--- src/rtl/irq_arb_pkg.sv ---
package irq_arb_pkg;
  localparam int NUM_SRC = 15;
  localparam int ID_W    = 4;
  localparam int NMI_ID  = 15;
  localparam int RANK_W  = 5;
  localparam int RSV_SRC = 13;
  localparam logic [15:0] VEC_NORM_BASE = 16'h2000;
  localparam logic [15:0] VEC_XFER_BASE = 16'h2040;
  localparam logic [15:0] VEC_NMI       = 16'h203E;

  function automatic logic [15:0] vec_of(input logic [ID_W-1:0] id, input logic xfer);
    logic [15:0] v;
    if (id == ID_W'(NMI_ID)) v = VEC_NMI;
    else if (xfer)           v = VEC_XFER_BASE + {11'd0, id, 1'b0};
    else                     v = VEC_NORM_BASE + {11'd0, id, 1'b0};
    return v;
  endfunction
endpackage

--- src/rtl/irq_edge_pend.sv ---
module irq_edge_pend #(
  parameter int           W   = 1,
  parameter logic [W-1:0] TIE = '0
) (
  input  logic         clk,
  input  logic         rst_n,
  input  logic [W-1:0] req,
  input  logic [W-1:0] clr,
  output logic [W-1:0] pend
);
  logic [W-1:0] req_d;
  logic [W-1:0] pend_q;
  logic [W-1:0] set_v;
  logic [W-1:0] pend_n;
  logic         pend_en;

  always_comb begin
    set_v   = req & ~req_d & ~TIE;
    pend_n  = (pend_q & ~clr) | set_v;   // set wins over clear
    pend_en = |(set_v | clr);
  end

  always_ff @(posedge clk or negedge rst_n) begin
    if (!rst_n) begin
      req_d  <= '0;
      pend_q <= '0;
    end else begin
      req_d <= req;
      if (pend_en) pend_q <= pend_n;
    end
  end

  assign pend = pend_q;
endmodule

--- src/rtl/irq_sub_resolver.sv ---
module irq_sub_resolver #(
  parameter int N         = 8,
  parameter bit MSB_FIRST = 1'b1,
  parameter int IW        = $clog2(N + 1)
) (
  input  logic [N-1:0]  pend,
  input  logic [N-1:0]  en,
  output logic          any,
  output logic [IW-1:0] id
);
  logic [N-1:0] live;
  assign live = pend & en;
  assign any  = |live;

  generate
    if (MSB_FIRST) begin : g_msb
      always_comb begin
        id = '0;
        for (int i = 0; i < N; i++)
          if (live[i]) id = IW'(i + 1);
      end
    end else begin : g_lsb
      always_comb begin
        id = '0;
        for (int i = N - 1; i >= 0; i--)
          if (live[i]) id = IW'(i + 1);
      end
    end
  endgenerate
endmodule

--- src/rtl/irq_pick.sv ---
module irq_pick
  import irq_arb_pkg::*;
#(
  parameter int N = NUM_SRC
) (
  input  logic [N-1:0]    elig,
  input  logic [N-1:0]    route,
  input  logic            nmi,
  output logic            valid,
  output logic            xfer,
  output logic [ID_W-1:0] id,
  output logic [15:0]     vec
);
  logic [RANK_W-1:0] best_r;
  logic [RANK_W-1:0] r;

  always_comb begin
    valid  = 1'b0;
    xfer   = 1'b0;
    id     = '0;
    best_r = '0;
    r      = '0;
    for (int i = 0; i < N; i++) begin
      r = route[i] ? RANK_W'(N + i) : RANK_W'(i);
      if (elig[i] && (!valid || r > best_r)) begin
        valid  = 1'b1;
        best_r = r;
        id     = ID_W'(i);
        xfer   = route[i];
      end
    end
    if (nmi) begin
      valid = 1'b1;
      id    = ID_W'(NMI_ID);
      xfer  = 1'b0;
    end
    vec = valid ? vec_of(id, xfer) : 16'h0000;
  end
endmodule

--- src/rtl/irq_vector_arbiter.sv ---
module irq_vector_arbiter
  import irq_arb_pkg::*;
#(
  parameter bit HAS_SERBUS    = 1'b1,
  parameter bit HAS_CONV      = 1'b1,
  parameter int NUM_SUB       = 8,
  parameter bit SUB_MSB_FIRST = 1'b1,
  parameter int SUB_ID_W      = $clog2(NUM_SUB + 1)
) (
  input  logic                clk,
  input  logic                rst_n,
  input  logic                gie,
  input  logic [NUM_SRC-1:0]  src_en,
  input  logic [NUM_SRC-1:0]  src_route,
  input  logic [NUM_SRC-1:1]  src_req,
  input  logic                nmi_req,
  input  logic [NUM_SUB-1:0]  sub_req,
  input  logic [NUM_SUB-1:0]  sub_en,
  input  logic                ack,
  input  logic [ID_W-1:0]     ack_id,
  output logic                irq_out,
  output logic [15:0]         vec_out,
  output logic                xfer_out,
  output logic [ID_W-1:0]     win_id,
  output logic [SUB_ID_W-1:0] sub_id
);
  // tie-off mask over sources NUM_SRC-1..1 (bit k-1 stands for source k)
  localparam int HW = NUM_SRC - 1;
  localparam logic [HW-1:0] TIE_HI =
      (HW'(1) << (RSV_SRC - 1))
    | (HAS_SERBUS ? HW'(0) : (HW'(7) << 5))
    | (HAS_CONV   ? HW'(0) : (HW'(1) << 4));

  // reset: asserted asynchronously, released on the clock
  logic [1:0] rst_sync;
  logic       core_rst_n;
  always_ff @(posedge clk or negedge rst_n) begin
    if (!rst_n) rst_sync <= 2'b00;
    else        rst_sync <= {rst_sync[0], 1'b1};
  end
  assign core_rst_n = rst_sync[1];

  // acknowledge decode
  logic [HW-1:0]      clr_main;
  logic               clr_nmi;
  logic [NUM_SUB-1:0] clr_sub;
  logic [SUB_ID_W-1:0] sub_q;

  always_comb begin
    for (int i = 1; i < NUM_SRC; i++)
      clr_main[i-1] = ack && (ack_id == ID_W'(i));
    clr_nmi = ack && (ack_id == ID_W'(NMI_ID));
    for (int k = 0; k < NUM_SUB; k++)
      clr_sub[k] = ack && (ack_id == '0) && (sub_q == SUB_ID_W'(k + 1));
  end

  // pending banks
  logic [HW-1:0]      main_pend;
  logic [0:0]         nmi_pend;
  logic [NUM_SUB-1:0] sub_pend;

  irq_edge_pend #(.W(HW), .TIE(TIE_HI)) u_main_pend (
    .clk(clk), .rst_n(core_rst_n), .req(src_req), .clr(clr_main), .pend(main_pend));

  irq_edge_pend #(.W(1), .TIE(1'b0)) u_nmi_pend (
    .clk(clk), .rst_n(core_rst_n), .req(nmi_req), .clr(clr_nmi), .pend(nmi_pend));

  irq_edge_pend #(.W(NUM_SUB), .TIE('0)) u_sub_pend (
    .clk(clk), .rst_n(core_rst_n), .req(sub_req), .clr(clr_sub), .pend(sub_pend));

  // shared slot sub-resolver
  logic                sub_any;
  logic [SUB_ID_W-1:0] sub_c;
  irq_sub_resolver #(.N(NUM_SUB), .MSB_FIRST(SUB_MSB_FIRST), .IW(SUB_ID_W)) u_sub (
    .pend(sub_pend), .en(sub_en), .any(sub_any), .id(sub_c));

  // arbitration
  logic [NUM_SRC-1:0] src_pend;
  logic [NUM_SRC-1:0] elig;
  assign src_pend = {main_pend, sub_any};
  assign elig     = src_pend & src_en & {NUM_SRC{gie}};

  logic            c_valid;
  logic            c_xfer;
  logic [ID_W-1:0] c_id;
  logic [15:0]     c_vec;
  irq_pick #(.N(NUM_SRC)) u_pick (
    .elig(elig), .route(src_route), .nmi(nmi_pend[0]),
    .valid(c_valid), .xfer(c_xfer), .id(c_id), .vec(c_vec));

  // output register: next state
  logic                irq_q, irq_n;
  logic                xfer_q, xfer_n;
  logic [ID_W-1:0]     id_q, id_n;
  logic [15:0]         vec_q, vec_n;
  logic [SUB_ID_W-1:0] sub_n;
  logic                out_en;

  always_comb begin
    if (ack) begin
      irq_n  = 1'b0;
      xfer_n = 1'b0;
      id_n   = '0;
      vec_n  = '0;
      sub_n  = '0;
    end else begin
      irq_n  = c_valid;
      xfer_n = c_xfer;
      id_n   = c_id;
      vec_n  = c_vec;
      sub_n  = sub_c;
    end
    out_en = (irq_n != irq_q) || (xfer_n != xfer_q) || (id_n != id_q)
          || (vec_n != vec_q) || (sub_n != sub_q);
  end

  always_ff @(posedge clk or negedge core_rst_n) begin
    if (!core_rst_n) begin
      irq_q  <= 1'b0;
      xfer_q <= 1'b0;
      id_q   <= '0;
      vec_q  <= '0;
      sub_q  <= '0;
    end else if (out_en) begin
      irq_q  <= irq_n;
      xfer_q <= xfer_n;
      id_q   <= id_n;
      vec_q  <= vec_n;
      sub_q  <= sub_n;
    end
  end

  assign irq_out  = irq_q;
  assign xfer_out = xfer_q;
  assign win_id   = id_q;
  assign vec_out  = vec_q;
  assign sub_id   = sub_q;
endmodule

--- config.mk ---
export PLATFORM = sky130hd
export DESIGN_NAME = irq_vector_arbiter
export DESIGN_NICKNAME = d
export VERILOG_FILES = /design/src/rtl/irq_arb_pkg.sv /design/src/rtl/irq_edge_pend.sv /design/src/rtl/irq_sub_resolver.sv /design/src/rtl/irq_pick.sv /design/src/rtl/irq_vector_arbiter.sv
export SDC_FILE = /design/constraint.sdc
export NUM_CORES = 1
export LEC_CHECK = 0
export BUFFER_PORTS_ARGS = -buffer_cell sky130_fd_sc_hd__buf_2
export CAP_MARGIN = 20
export CORE_MARGIN = 3
export CORE_UTILIZATION = 45
export CTS_CLUSTER_SIZE = 28
export DETAILED_ROUTE_END_ITERATION = 12
export PLACE_DENSITY = 0.66
export SLEW_MARGIN = 25
export SYNTH_ARGS = -nofsm -noshare
export SYNTH_HDL_FRONTEND = slang
export SYNTH_HIERARCHICAL = 1
export SYNTH_SLANG_ARGS = --single-unit
--- constraint.sdc ---
create_clock -name clk -period 3.3 [get_ports clk]
set_input_delay 0.33 -clock clk [delete_from_list [all_inputs] [get_ports clk]]
set_output_delay 0.33 -clock clk [all_outputs]
set_load 0.1 [all_outputs]
==> results.md, run 1 <==
| Group | Parameter | This run |
|:---|:---|:---|
| finish | Area growth syn-to-layout | 68.7% |
| detailed routing | Number of DRC violations after detailed routing | 0 |
| setup path | Required time of the critical path | 3.50 ns |
| logic synthesis | Post-synthesis cell type with the largest combined area | dfrtp_1 |
| die | Initial core utilization | 46.6% |
| logic synthesis | Post-synthesis sequential element count | 73 |
| detailed routing | Avg WL per Cell | 18.3 um |
| place | Setup slack at placement | -15.15 ns |
| grt | First-pass GRT wire length | 29800 um |
| setup path | Category of the critical setup timing path | reg2reg |
| die | Area enclosed by the die boundary | 0.0133 mm2 |
| setup path | Slowest Stage Delay on Critical Path | 0.40 ns |
| grt | Overall overflow remaining after global route | 0 |
| logic synthesis | Share of the synthesized area in the top cell type | 33.9% |
| timing | Transition time of the tightest slew-check pin | 0.794 ns |
| power | Static Leak | 4.63 nW |
| die | Chip Width | 115 um |
| timing | Final setup violation count | 12 |
| setup path | Worst Setup End Kind | flip-flop |
| timing | Total count of max-transition violations in the final report | 0 |
| finish | Area taken by flip-flops and latches | 0.00183 mm2 |
| timing | Final clock period utilization by the worst path | 557% |
| logic synthesis | Primary flip-flop cell chosen by synthesis mapping | dfrtp_1 |
| die | Vertical extent of the die | 115 um |
| run status | Violated checks | setup timing |
| timing | Unrepaired setup endpoints after global routing | true |
| logic synthesis | Syn Std Cell Area | 0.00539 mm2 |
| clock tree | Deepest clock path buffer count | 2 |
| clock tree | Clk sinks | 73 |
| die | Number of rows in the core area | 39 |
| clock tree | TritonCTS clock tree | yes |
| place | Number of port buffers | 93 |
| place | Post-DP HPWL | 13200 um |
| detailed routing | Remaining number of nets flagged by the antenna check after routing | 0 |
| detailed routing | Vias per cell | 5.63 |
| timing | Post-layout min period | 18.37 ns |
| die | Floorplan Core Area | 0.0116 mm2 |
| logic synthesis | Number of synthesized flops with an enable pin | 0 |
| setup path | Critical path arrival | 18.57 ns |
| power | Maximum ir drop on the vdd rail | 0.430 mV |
| setup path | Library cell appearing most often on the critical path | ha_4 |
| setup path | Buffers and inverters on the worst path | 8 |
| timing | Worst hold slack after final layout | 0.117 ns |
| logic synthesis | Cell types with the largest area share after synthesis | dfrtp_1 34%, ha_1 9.1%, inv_1 5.2% |
| flow run | Max-cap violation count | 0 |
| logic synthesis | Number of cells produced by synthesis | 597 |
| clock tree | # H-tree levels | 3 |
| detailed routing | Via count | 6147 |
| logic synthesis | Register area share after synthesis | 33.9% |
| setup path | Kind of cell adding the most delay to the critical path | compound AO/OA/AOI/OAI gates |
| logic synthesis | Async SR Flop Fraction | 100% |
| finish | Count of nets after finishing | 1052 |
| finish | Share of layout cells above drive strength 1 | 56.6% |
| logic synthesis | Mapped Avg Cell Area | 9.03 um2 |
| timing | Final count of hold timing violations | 0 |
| logic synthesis | Commonest cells in the synthesized netlist | 75 x inv_1, 73 x dfrtp_1, 43 x nor2_1 |
| finish | Area of combinational cells with multiple inputs | 0.00404 mm2 |
| finish | Antenna Cells | 0 |
| place | Final weighted congestion of routability-driven global placement | 0.971 |
| detailed routing | Total routed wirelength | 19900 um |
| power | Pwr Density | 501 mW/mm2 |
| clock tree | Cell chosen for the clock root | clkbuf_16 |
| detailed routing | Starting DRC count in detailed routing | 502 |
| timing | Achievable Freq | 0.0544 GHz |
| clock tree | Clock buffer count from CTS | 9 |
| clock tree | Clk pin slew, worst setup/hold paths | 0.05 ns |
| timing | Worst rel slew slack | 46.4% |
| logic synthesis | Cell variety after synth | 88 |
| run status | Status | finished, violations left |
| grt | Number of antenna violations at the first check in global routing | 1 |
| setup path | Worst-path cell with the longest stage delay | o41a_1 |
| finish | Fill cell total of the finished layout | 708 |
| setup path | Setup slack on the worst flop-to-flop path | -15.07 ns |
| grt | Total global-route track usage | 28.5% |
| setup path | Type of element launching the critical path | flip-flop |
| die | IO Pins | 95 |
| grt | Vias in the first global route | 6159 |
| logic synthesis | Synth warn | 6 |
| logic synthesis | Most frequently used cell type in the post-synthesis netlist | inv_1 |
| grt | Pin count of the biggest net entering global routing | 30 |
| detailed routing | Pre-Repair DR Iteration Count | 5 |
| timing | Setup slack after layout | -15.07 ns |
| timing | Setup Total Neg Slack | -154.40 ns |
| clock tree | Clock network latency to the later pin of the worst-skew pair | 0.33 ns |
| timing | Clock skew | 0.00514 ns |
| setup path | Largest fanout of any net on the critical path | 5 |
| worst hold path | Hold crit path type | in2reg |
## layer usage
metal  GRT usage (%)  part of all wire, %  vias up
met2            48.2                   49      296
met4            14.4                  5.0        2
li1                -                    -     2824
met3            5.64                  6.4       86
met5               0                0.065        -
met1            34.5                   39     2939
## cell usage in the layout (no fill, tap or decap), types with 4 or more instances in the layout
cell	Yosys	final
nor3_2	4	4
o21ai_0	18	7
a21oi_2	0	8
inv_1	75	70
o211a_1	4	4
nand2_1	42	27
nand3_1	16	9
ha_4	0	17
o211ai_1	5	5
and3_1	19	15
nand3_2	0	5
dfrtp_1	73	72
nand2_2	0	8
conb_1	2	10
o21ai_2	2	11
nor2b_1	31	29
a31oi_1	7	5
o22ai_2	22	22
buf_6	3	24
o21ai_1	6	6
and3_4	0	5
a21oi_1	23	15
nand3b_1	5	5
a211oi_2	3	5
buf_2	3	93
nand4_1	5	5
nor2_2	0	5
inv_2	0	5
and2_4	2	5
a21o_1	8	8
nand2b_4	0	4
nand2_4	0	7
mux2_4	2	5
nand2b_1	10	6
ha_1	39	20
clkbuf_16	0	9
nor2_1	43	35
buf_4	10	230
nor3_1	14	13
o21a_1	5	5
## final timing paths
| check | startpoint | endpoint | cells past startpoint |
|---|---|---|---|
| setup reg to reg | u_sub_pend/pend[6] | win_id[1] | 101 |
| setup / recovery | u_sub_pend/pend[6] | win_id[1] | 101 |
| max in group asynchronous | rst_sync[1] | u_sub_pend/pend[3] | 1 |
| min in group asynchronous | rst_sync[1] | u_main_pend/pend[9] | 0 |
| hold reg to reg | rst_sync[1] | u_main_pend/pend[9] | 0 |
| hold / removal | src_req[6] | u_main_pend/req_d[5] | 1 |
## worst reg2reg max path, delay by kind of cell, from the launching register on
kind,cells,cell delay [ns]
flip-flops,1,0.37
multiplexers,7,2.00
adder cells (fa/ha/maj),13,3.35
AO/OA/AOI/OAI,44,8.33
AND/OR/NAND/NOR,29,3.17
buffers and inverters,8,1.00
## cells by family (layout without fill, tap and decap cells)
| logic type | after synthesis | count (layout) | share of synthesized area, % |
|---|---|---|---|
| AOI/OAI and AO/OA | 158 | 158 | 24.4 |
| adders and majority gates | 39 | 39 | 9.06 |
| buffers and inverters | 96 | 440 | 7.92 |
| DFF | 73 | 73 | 33.9 |
| muxes | 11 | 11 | 2.30 |
| other | 2 | 10 | 0.139 |
| and+or+nand+nor | 218 | 218 | 22.2 |
## final cells by class
| cell class | instances | share of cell area (%) |
|---|---|---|
| flip-flops and latches | 73 | 20.1 |
| repair buffers | 348 | 27.2 |
| inverters | 76 | 3.16 |
| multi-input cells | 436 | 44.4 |
| clock inverters | 3 | 0.440 |
| well taps | 143 | 1.97 |
| clock buffers | 13 | 2.75 |
## through the flow
stage          cells  power [mW]  utilization (%)  instance area (um2)
6_report        1092        4.55             78.6                 9090
5_1_grt         1092        4.77             78.6                 9090
4_1_cts         1072        4.20             75.2                 8690
3_5_place_dp     993        2.97             65.9                 7630
3_3_place_gp     993        2.90             65.9                 7630
2_1_floorplan    605        2.20                -                 5830
## flip-flops by register name, indices dropped and copies added, names as in the netlist
signal             flops
vec_out               16
u_main_pend/pend      14
u_main_pend/req_d     13
u_sub_pend/pend        8
u_sub_pend/req_d       8
sub_id                 4
win_id                 4
rst_sync               2
irq_out                1
u_nmi_pend/pend        1
u_nmi_pend/req_d       1
xfer_out               1
## where the power goes
group	total, mW	switching [mW]	internal (mW)
Clock	0.948	0.344	0.603
Combinational	2.63	1.34	1.29
Sequential	0.971	0.0294	0.942
## what timing repair did
| item | CTS | global route |
|---|---|---|
| resized for setup | 66 | 44 |
| setup buffers | 62 | 20 |
| endpoints found under the setup margin | 12 | 12 |
| hold buffers | 1 | 0 |
| endpoints found under the hold margin | 2 | 0 |
| pin swaps | 49 | 47 |
Power figures use the tool's default switching activity.
==> run 2, diff against run 1 <==
==> constraint.sdc (replaced) <==
create_clock -name clk -period 19.9 [get_ports clk]
set_input_delay 1.99 -clock clk [delete_from_list [all_inputs] [get_ports clk]]
set_output_delay 1.99 -clock clk [all_outputs]
set_load 0.1 [all_outputs]
==> results.md, run 2 (synthesis gave the netlist of run 1 again) <==
| Group | Parameter | This run | vs previous |
|:---|:---|:---|:---|
| timing | Post-layout min period | 19.76 ns |  |
| die | Chip Width | 115 um | unchanged |
| finish | Max reg flops | 16 | unchanged |
| detailed routing | Avg WL per Cell | 17.0 um | -7.0% |
| setup path | Library cell appearing most often on the critical path | ha_4 |  |
| detailed routing | Vias per cell | 5.54 | -1.6% |
| place | Final weighted congestion of routability-driven global placement | 0.931 | -4.2% |
| detailed routing | Via count | 5573 | -9.3% |
| flow run | Max-cap violation count | 0 | unchanged |
| place | Post-DP HPWL | 11800 um | -10% |
| timing | Setup slack after layout | 0.142 ns | +15.21 ns |
| run status | Status | completed |  |
| setup path | Critical path arrival | 19.95 ns | +1.38 ns |
| grt | Total global-route track usage | 23.9% | -4.6 points |
| power | Pint | 445 uW | -84% |
| timing | Total count of max-transition violations in the final report | 0 | unchanged |
| finish | Commonest cells after routing, fill and taps aside | 163 x buf_4, 92 x buf_2, 72 x dfrtp_1, 69 x inv_1, 33 x nor2_1 |  |
| detailed routing | Pre-Repair DR Iteration Count | 4 | -1 |
| detailed routing | Number of DRC violations after detailed routing | 0 | unchanged |
| grt | First-pass GRT wire length | 25400 um | -15% |
| grt | Overall overflow remaining after global route | 0 | unchanged |
| power | Part of the power in the clock network | 23.4% | +2.6 points |
| grt | Number of antenna violations at the first check in global routing | 0 | -1 |
| die | Initial core utilization | 46.6% | unchanged |
| die | IO Pins | 95 | unchanged |
| clock tree | Deepest clock path buffer count | 2 | unchanged |
| setup path | Largest fanout of any net on the critical path | 6 | +1 |
| finish | Fill cell total of the finished layout | 859 | +21% |
| setup path | Buffers and inverters on the worst path | 13 | +5 |
| setup path | Startpoint of the worst register-to-register path | u_sub_pend/pend[6] |  |
| power | Sw frac | 37.8% | +0.21 points |
| clock tree | Cell chosen for the clock root | clkbuf_16 |  |
| clock tree | Clock network latency to the later pin of the worst-skew pair | 0.33 ns | about the same |
| timing | Final setup violation count | 0 | -12 |
| die | Number of rows in the core area | 39 | unchanged |
| timing | Unrepaired setup endpoints after global routing | true |  |
| power | Switching power of the nets | 271 uW | -84% |
| timing | Final count of hold timing violations | 0 | unchanged |
| detailed routing | Total routed wirelength | 17100 um | -14% |
| die | Vertical extent of the die | 115 um | unchanged |
| clock tree | Hold buffers post-CTS | 0 | -1 |
| detailed routing | Starting DRC count in detailed routing | 319 | -36% |
| grt | Pin count of the biggest net entering global routing | 63 | +110% |
| clock tree | Clock buffer count from CTS | 9 | unchanged |
| place | Number of port buffers | 93 | unchanged |
| setup path | Depth of the worst register-to-register path | 105 | +4.0% |
| clock tree | # H-tree levels | 3 | unchanged |
| setup path | Worst-path cell with the longest stage delay | o41a_1 |  |
| timing | Clock skew | 0.00872 ns | +0.00358 ns |
| timing | Final clock period utilization by the worst path | 99.3% |  |
| finish | Area growth syn-to-layout | 54.0% |  |
| clock tree | Clk sinks | 73 | unchanged |
| power | Part of the power in registers | 22.3% | +1.0 points |
| finish | Share of layout cells above drive strength 1 | 51.1% | -5.5 points |
| worst hold path | Hold crit path type | reg2async |  |
| finish | Most frequent standard cell in the layout excluding fill and tap cells | buf_4 |  |
| power | Pwr Density | 86.3 mW/mm2 | -83% |
| clock tree | Clk pin slew, worst setup/hold paths | 0.07 ns | +0.02 ns |
| timing | Achievable Freq | 0.0506 GHz |  |
| setup path | Type of element launching the critical path | input port |  |
| place | Setup slack at placement | -1.05 ns | +14.09 ns |
| setup path | Required time of the critical path | 20.09 ns | +16.59 ns |
| power | Overall power | 716 uW | -84% |
| setup path | Slowest Stage Delay on Critical Path | 0.40 ns | about the same |
| die | Area enclosed by the die boundary | 0.0133 mm2 | unchanged |
| setup path | Setup slack on the worst flop-to-flop path | 1.49 ns | +16.56 ns |
| detailed routing | Remaining number of nets flagged by the antenna check after routing | 0 | unchanged |
| finish | Count of nets after finishing | 966 | -8.2% |
| power | Combinational Power Share | 54.3% | -3.6 points |
| setup path | Worst Setup End Kind | flip-flop |  |
| timing | Worst rel slew slack | 40.6% | -5.8 points |
| setup path | Category of the critical setup timing path | in2reg |  |
| power | Maximum ir drop on the vdd rail | 0.0657 mV | -85% |
| setup path | FF-to-FF End | vec_out[4] |  |
| die | Floorplan Core Area | 0.0116 mm2 | unchanged |
| clock tree | TritonCTS clock tree | yes |  |
| timing | Transition time of the tightest slew-check pin | 0.879 ns | +0.0857 ns |
| setup path | Kind of cell adding the most delay to the critical path | compound AO/OA/AOI/OAI gates |  |
| power | Static Leak | 4.17 nW | -10% |
| grt | Vias in the first global route | 5463 | -11% |
| finish | Antenna Cells | 0 | unchanged |
==> run 2: cell types whose count changed in the layout (fill, tap and decap cells not counted), sizes merged <==
cell         previous run  this run
buf                   347       262
clkbuf                 13        10
clkinv                  2         1
clkinvlp                0         1
dlygate4sd3             1         0
inv                    76        79
==> run 2: power by group through the flow <==
stage | sequential (mW) | clock [mW] | combinational (mW)
final | 0.160 | 0.168 | 0.389
after floorplan | 0.189 | 0 | 0.146
after detailed placement | 0.163 | 0 | 0.284
after global routing | 0.161 | 0.179 | 0.418
after CTS | 0.160 | 0.171 | 0.310
after global placement | 0.162 | 0 | 0.277
==> run 2: routing by layer <==
layer	vias up	GRT usage (%)	part of all wire (%)
met5	-	0	0
met1	2658	30.0	41
li1	2650	-	-
met2	216	40.2	50
met3	49	4.91	6.2
met4	0	9.62	3.3
==> run 2: per-stage QoR <==
stage	hold slack (ns)	std cells	TNS [ns]	area [um2]	utilization, %
finish	0.114	1006	0	8300	71.8
detailed placement	0.118	934	-9.04	6790	58.7
global route	0.135	1006	-5.33	8300	71.8
global placement	0.113	934	-4.73	6790	58.7
floorplan	0.331	605	0	5430	-
CTS	0.123	983	0	7530	65.1
==> run 2: worst max-delay path by stage <==
stage	start	slack [ns]	end	cells after the start
detailed placement	sub_en[6]	-1.05	win_id[3]	107
global route	sub_en[6]	-0.60	win_id[3]	108
global placement	sub_en[6]	-0.60	vec_out[4]	106
floorplan	sub_en[6]	0.03	vec_out[4]	105
finish	sub_en[6]	0.14	vec_out[4]	106
CTS	sub_en[6]	0.005	win_id[3]	112
==> run 2: layout make-up <==
class	instances	area (um2)	share of cell area (%)
clock buffer	10	239	2.88
timing repair buffer	262	1760	21.2
multi-input combinational	436	3930	47.3
inverter	76	290	3.50
sequential	73	1830	22.0
tap	143	179	2.16
clock inverter	6	72.6	0.875
==> run 2: what timing repair did <==
action,CTS,global route
resized for setup,41,114
buffers inserted,33,23
endpoints found under the hold margin,0,0
gates cloned,0,0
pin swaps,27,86
setup endpoints to repair,10,10
